File: config.mk
export PLATFORM = sky130hd
export DESIGN_NAME = rtc_irq_regs
export DESIGN_NICKNAME = d
export VERILOG_FILES = /design/src/rtl/rtc_irq_pkg.sv /design/src/rtl/rtc_host_port.sv /design/src/rtl/rtc_ctrl_regs.sv /design/src/rtl/rtc_flag_unit.sv /design/src/rtl/rtc_irq_regs.sv
export SDC_FILE = /design/constraint.sdc
export NUM_CORES = 1
export LEC_CHECK = 0
export BUFFER_PORTS_ARGS = -buffer_cell sky130_fd_sc_hd__buf_2
export CORE_MARGIN = 1.5
export CORE_UTILIZATION = 54
export DETAILED_ROUTE_END_ITERATION = 10
export GPL_ROUTABILITY_DRIVEN = 0
export GPL_TIMING_DRIVEN = 0
export MAX_ROUTING_LAYER = met4
export PLACE_DENSITY = 0.78
export SKIP_LAST_GASP = 1
export SYNTH_ARGS = -nofsm -noshare
export SYNTH_HDL_FRONTEND = slang
export SYNTH_HIERARCHICAL = 1
export SYNTH_SLANG_ARGS = --single-unit
File: constraint.sdc
create_clock -name clk -period 3.04 [get_ports clk]
set_clock_uncertainty 0.2 [all_clocks]
set_input_delay 0.304 -clock clk [delete_from_list [all_inputs] [get_ports clk]]
set_output_delay 0.304 -clock clk [all_outputs]
set_load 0.02 [all_outputs]
File: src/rtl/rtc_irq_pkg.sv
package rtc_irq_pkg;
    localparam int DATA_W = 8;
    localparam int IDX_W  = 7;
    localparam int NUM_SRC = 3;  // periodic, alarm, update

    localparam logic [IDX_W-1:0] IDX_CTRL_A = 7'h0A;
    localparam logic [IDX_W-1:0] IDX_CTRL_B = 7'h0B;
    localparam logic [IDX_W-1:0] IDX_FLAGS  = 7'h0C;
    localparam logic [IDX_W-1:0] IDX_STAT   = 7'h0D;

    localparam logic [DATA_W-1:0] PWRUP_A    = 8'h26;
    localparam logic [DATA_W-1:0] PWRUP_B    = 8'h02;
    localparam logic [DATA_W-1:0] PWRUP_STAT = 8'h80;
    // enables dropped by device reset: periodic, alarm, square wave
    localparam logic [DATA_W-1:0] DEVRST_B_CLR = 8'h68;

    localparam int SRC_LSB = 4;          // flag/enable bits 6..4
    localparam int SUM_BIT = 7;

    typedef enum logic {
        LINE_LOW  = 1'b0,
        LINE_HIGH = 1'b1
    } line_state_e;
endpackage

File: src/rtl/rtc_host_port.sv
module rtc_host_port
    import rtc_irq_pkg::*;
(
    input  logic              clk,
    input  logic              rst_n,
    input  logic              host_en,
    input  logic              host_we,
    input  logic              host_addr,
    input  logic [DATA_W-1:0] host_wdata,
    output logic [IDX_W-1:0]  idx_q,
    output logic              wr_a,
    output logic              wr_b,
    output logic              rd_flags
);
    logic data_wr, data_rd;

    always_ff @(posedge clk or negedge rst_n) begin
        if (!rst_n)
            idx_q <= '0;
        else if (host_en && host_we && !host_addr)
            idx_q <= host_wdata[IDX_W-1:0];
    end

    always_comb begin
        data_wr  = host_en && host_we && host_addr;
        data_rd  = host_en && !host_we && host_addr;
        wr_a     = data_wr && (idx_q == IDX_CTRL_A);
        wr_b     = data_wr && (idx_q == IDX_CTRL_B);
        rd_flags = data_rd && (idx_q == IDX_FLAGS);
    end
endmodule

File: src/rtl/rtc_ctrl_regs.sv
module rtc_ctrl_regs
    import rtc_irq_pkg::*;
(
    input  logic              clk,
    input  logic              rst_n,
    input  logic              dev_reset,
    input  logic              wr_a,
    input  logic              wr_b,
    input  logic [DATA_W-1:0] wdata,
    output logic [DATA_W-1:0] ctrl_a_q,
    output logic [DATA_W-1:0] ctrl_b_q
);
    always_ff @(posedge clk or negedge rst_n) begin
        if (!rst_n) begin
            ctrl_a_q <= PWRUP_A;
            ctrl_b_q <= PWRUP_B;
        end else begin
            if (wr_a)
                ctrl_a_q <= {ctrl_a_q[DATA_W-1], wdata[DATA_W-2:0]};
            if (dev_reset)
                ctrl_b_q <= ctrl_b_q & ~DEVRST_B_CLR;
            else if (wr_b)
                ctrl_b_q <= wdata;
        end
    end
endmodule

File: src/rtl/rtc_flag_unit.sv
module rtc_flag_unit
    import rtc_irq_pkg::*;
(
    input  logic               clk,
    input  logic               rst_n,
    input  logic               dev_reset,
    input  logic [NUM_SRC-1:0] evt,
    input  logic               rd_flags,
    input  logic               wr_b,
    input  logic [NUM_SRC-1:0] en_wr,
    input  logic [NUM_SRC-1:0] en_cur,
    output logic [NUM_SRC-1:0] flag_q,
    output logic               irq
);
    line_state_e state_q, state_d;
    logic [NUM_SRC-1:0] base, flag_d, fresh, en_eff;
    logic raise, overlap;

    always_comb begin
        base    = rd_flags ? '0 : flag_q;
        flag_d  = base | evt;
        fresh   = evt & ~base;
        en_eff  = wr_b ? en_wr : en_cur;
        raise   = |(fresh & en_eff);
        overlap = |(en_wr & flag_q);
    end

    always_comb begin
        state_d = state_q;
        unique case (state_q)
            LINE_LOW:
                if (raise || (wr_b && overlap))
                    state_d = LINE_HIGH;
            LINE_HIGH:
                if (!raise && (rd_flags || (wr_b && !overlap)))
                    state_d = LINE_LOW;
            default: state_d = LINE_LOW;
        endcase
        if (dev_reset)
            state_d = LINE_LOW;
    end

    always_ff @(posedge clk or negedge rst_n) begin
        if (!rst_n) begin
            state_q <= LINE_LOW;
            flag_q  <= '0;
        end else begin
            state_q <= state_d;
            flag_q  <= dev_reset ? '0 : flag_d;
        end
    end

    always_comb irq = (state_q == LINE_HIGH);
endmodule

File: src/rtl/rtc_irq_regs.sv
module rtc_irq_regs
    import rtc_irq_pkg::*;
(
    input  logic              clk,
    input  logic              rst_n,
    input  logic              dev_reset,
    input  logic              host_en,
    input  logic              host_we,
    input  logic              host_addr,
    input  logic [7:0]        host_wdata,
    output logic [7:0]        host_rdata,
    input  logic              evt_periodic,
    input  logic              evt_alarm,
    input  logic              evt_update,
    output logic              irq
);
    logic [IDX_W-1:0]   idx_q;
    logic               wr_a, wr_b, rd_flags;
    logic [DATA_W-1:0]  ctrl_a_q, ctrl_b_q;
    logic [NUM_SRC-1:0] flag_q;

    rtc_host_port u_port (
        .clk(clk), .rst_n(rst_n), .host_en(host_en), .host_we(host_we),
        .host_addr(host_addr), .host_wdata(host_wdata), .idx_q(idx_q),
        .wr_a(wr_a), .wr_b(wr_b), .rd_flags(rd_flags)
    );

    rtc_ctrl_regs u_ctrl (
        .clk(clk), .rst_n(rst_n), .dev_reset(dev_reset), .wr_a(wr_a),
        .wr_b(wr_b), .wdata(host_wdata), .ctrl_a_q(ctrl_a_q), .ctrl_b_q(ctrl_b_q)
    );

    rtc_flag_unit u_flags (
        .clk(clk), .rst_n(rst_n), .dev_reset(dev_reset),
        .evt({evt_periodic, evt_alarm, evt_update}),
        .rd_flags(rd_flags), .wr_b(wr_b),
        .en_wr(host_wdata[SRC_LSB+NUM_SRC-1:SRC_LSB]),
        .en_cur(ctrl_b_q[SRC_LSB+NUM_SRC-1:SRC_LSB]),
        .flag_q(flag_q), .irq(irq)
    );

    always_comb begin
        if (!host_addr)
            host_rdata = '1;
        else begin
            unique case (idx_q)
                IDX_CTRL_A: host_rdata = ctrl_a_q;
                IDX_CTRL_B: host_rdata = ctrl_b_q;
                IDX_FLAGS:  host_rdata = {irq, flag_q, {SRC_LSB{1'b0}}};
                IDX_STAT:   host_rdata = PWRUP_STAT;
                default:    host_rdata = '0;
            endcase
        end
    end
endmodule

==> out/metrics.csv <==
stage,metric,value,unit
place,HPWL after detailed placement,2.17,mm
grt,met1 Resource Use GR,0.295,
pwr,NetSw,0.206,mW
setup_path,CP Capture Point,host_rdata[6],
floorplan,Core Area,2480,µm²
detailed_routing,via count,1045,
timing,"Period Utilization, post-route",0.854,
pwr,Comb pwr share,0.204,
clock_tree,CTS max path bufs,2,
hold_path,worst min path class,in -> reg,
cells_and_area,filler instances,204,
setup_path,reg2reg setup slack,450,ps
detailed_routing,drt total wl,2.95,mm
setup_path,origin of the critical flop-to-flop path,u_port/idx_q[5],
cells_and_area,post-route cell area,1650,µm²
cells_and_area,Antenna Cells,0,
clock_tree,CTS Buf Count,3,
cells_and_area,area of the multi-input gates,721,µm²
setup_path,Critical Path RT,2540,ps
timing,final max-slew violation count,0,
clock_tree,postcts setup bufs,0,
synth,syn avg cell area,12.2,µm²
setup_path,cell chain of the critical path,or4b_4 -> or3b_4 -> o221ai_2 -> buf_2,
synth,Synth area leaders,"dfrtp_1 (39%), mux2_2 (13%), mux2i_1 (7.8%)",
pwr,leak pwr,0.734,nW
pwr,Switching Share,0.282,
pwr,Worst VDD drop,0.369,mV
cells_and_area,Final nets,166,
setup_path,R2R cell count,5,
clock_tree,Worst-path clk slew,140,ps
timing,Rel. slew slack,0.526,
timing,Final Hold Viols,0,
floorplan,die area,2940,µm²
clock_tree,worst skew pair latency,330,ps
floorplan,number of primary I/O pins,26,
synth,Yosys cell types,33,
grt,total gr overflow,0,
grt,vias in the first global route,1005,
cells_and_area,area growth from synthesis to layout,16.1,%
detailed_routing,Via-to-Cell Ratio,5.87,
synth,post-synth top area share,0.388,
clock_tree,CTS tree,built,
floorplan,row cnt,18,
detailed_routing,drt wl/cell,16.6,µm
grt,largest net degree at the start of global routing,27,
place,I/O Buffers,25,
pwr,Power Density,445,nW/µm²
setup_path,WP data arrival,2090,ps
place,placed inst area,1580,µm²
pwr,Pint,0.526,mW
floorplan,Starting Density,0.573,
setup_path,crit path launch,u_port/idx_q[5],
setup_path,worst r2r dst,u_flags/irq,
pwr,Final Total Pwr,0.733,mW
clock_tree,# resized after CTS,0,
detailed_routing,initial DRC count,11,
detailed_routing,DRT antenna net count,0,
timing,# setup viols final,0,
setup_path,Worst path max stage delay,560,ps
flow_run,Max-Cap Viols,0,
setup_path,worst-path maximum fanout,3,
setup_path,CP max-delay cell,or4b_4,
timing,Slew @ Worst Pin,705,ps
synth,sequential area share after synthesis,0.462,
timing,RSZ-0062 raised after global routing,no,
floorplan,die width,54.3,µm
setup_path,"CP delay by family, top",simple AND/OR/NAND/NOR gates,
timing,Setup TNS,0,ps
clock_tree,CTS Hold Buffers Added,3,
setup_path,CP Depth,4,
grt,antenna violations before repair,0,
detailed_routing,DR DRC count,0,
grt,gr usage total,0.235,
setup_path,WP buf/inv,1,
grt,M3 GR Usage,0.0355,
timing,minimum clock period,2600,ps
cells_and_area,"Core Util, Final",0.665,
clock_tree,CTS Root Cell,clkbuf_4,
setup_path,WS Path Type,reg -> out,
synth,Synth area leader,dfrtp_1,
run_status,outcome,finished clean,
timing,Fmax,385,MHz
setup_path,CP Capture Type,primary output,
clock_tree,H-tree levels,1,
grt,first-pass GRT wire length,4.66,mm
synth,synthesized flop and latch total,26,
clock_tree,CTS Sinks,26,
synth,syn_nets,133,
synth,Synth Cell Area,1420,µm²
pwr,Clock power frac,0.242,
floorplan,Die Height,54.3,µm
cells_and_area,Reg area,656,µm²
pwr,Seq pwr share,0.554,
grt,met2 Use GR,0.376,
cells_and_area,layout cells sized above 1,0.446,
detailed_routing,Pre-Repair DR Iteration Count,4,
grt,"Most Used Layer, Global Route",met2,
setup_path,Worst Setup Start Kind,register,
synth,Yosys warnings,6,
synth,Syn Inst Count,116,
-- worst reg2reg max path: stages, from the launching register on --
cell and delay (ps):
dfrtp_1 420, or4b_4 570, nor4_4 620, mux2_2 410, a22oi_1 170, o21ai_0 90
-- layer usage --
metal  vias to the layer above  wire, µm
met5                         -         0
met4                         0        57
met3                         6        76
met2                        23      1500
met1                       531      1320
li1                        485         -
-- power groups by stage --
stage	logic [mW]	registers, mW	clock network [mW]
2_1_floorplan	0.102	0.403	0
3_3_place_gp	0.141	0.409	0
3_5_place_dp	0.147	0.413	0
4_1_cts	0.150	0.406	0.184
5_1_grt	0.162	0.410	0.193
6_report	0.149	0.406	0.178
-- worst min path at each step --
stage	from	end	slack, ps	depth (start not counted)
after detailed placement	rst_n	u_ctrl/ctrl_a_q[0]	130	1
final	evt_alarm	u_flags/flag_q[1]	10	3
after floorplan	rst_n	u_ctrl/ctrl_a_q[0]	-190	0
after CTS	evt_periodic	u_flags/flag_q[2]	2	3
after global routing	evt_alarm	u_flags/flag_q[1]	10	3
after global placement	rst_n	u_ctrl/ctrl_b_q[0]	120	1
-- synth_stat cells, drive strengths merged --
library cell and number:
nand4b 1, clkbuf 2, nor4b 1, a21boi 2, dfrtp 22, nand3b 1, o221ai 3, nor4 1
a22oi 2, nor3 2, o21ai 5, mux2i 11, or3b 1, buf 2, a21oi 3, nand2 2
nand3 1, dfstp 4, nor2b 3, nand2b 2, mux2 21, nor2 8, inv 6, and2b 1
a221oi 1, or4b 2, or4bb 1, conb 1, a211oi 3, or2b 1
-- area by class of cell --
type / instances / share of cell area
flip-flops and latches: 26 / 0.398
repair buffers: 28 / 0.0942
inverters: 6 / 0.0137
well taps: 30 / 0.0228
clock buffers: 4 / 0.0220
plain buffers: 4 / 0.0121
multi-input cells: 80 / 0.437
-- logic make-up (layout without fill, tap and decap cells) --
logic type	Yosys count	in the layout	synth area share
AOI/OAI and AO/OA	19	19	0.103
DFF	26	26	0.462
muxes	32	32	0.257
and+or+nand+nor	28	28	0.145
buffers and inverters	10	42	0.0300
other	1	1	0.00264
-- layout by cell type, fill, tap and decap left out, types with 4 or more instances in the layout --
master / instances
buf_2: 26
dfrtp_1: 22
mux2_2: 16
mux2i_1: 11
nor2_1: 8
inv_1: 6
mux2_4: 5
o21ai_0: 4
dfstp_2: 4
-- registers in the layout, summed over array words and instances, names as in the netlist --
name and count:
u_flags/flag_q 3, u_flags/irq 1, u_ctrl/ctrl_b_q 8, u_port/idx_q 7
u_ctrl/ctrl_a_q 7
-- per-stage QoR --
step           hold WS, ps  instances  setup slack [ps]
6_report              14.0        178               444
5_1_grt               14.6        178               325
4_1_cts               2.32        178               412
3_5_place_dp           131        171               495
2_1_floorplan         -192        116               700
3_3_place_gp           121        171               510
No activity file was read; power rests on OpenSTA's default activity.
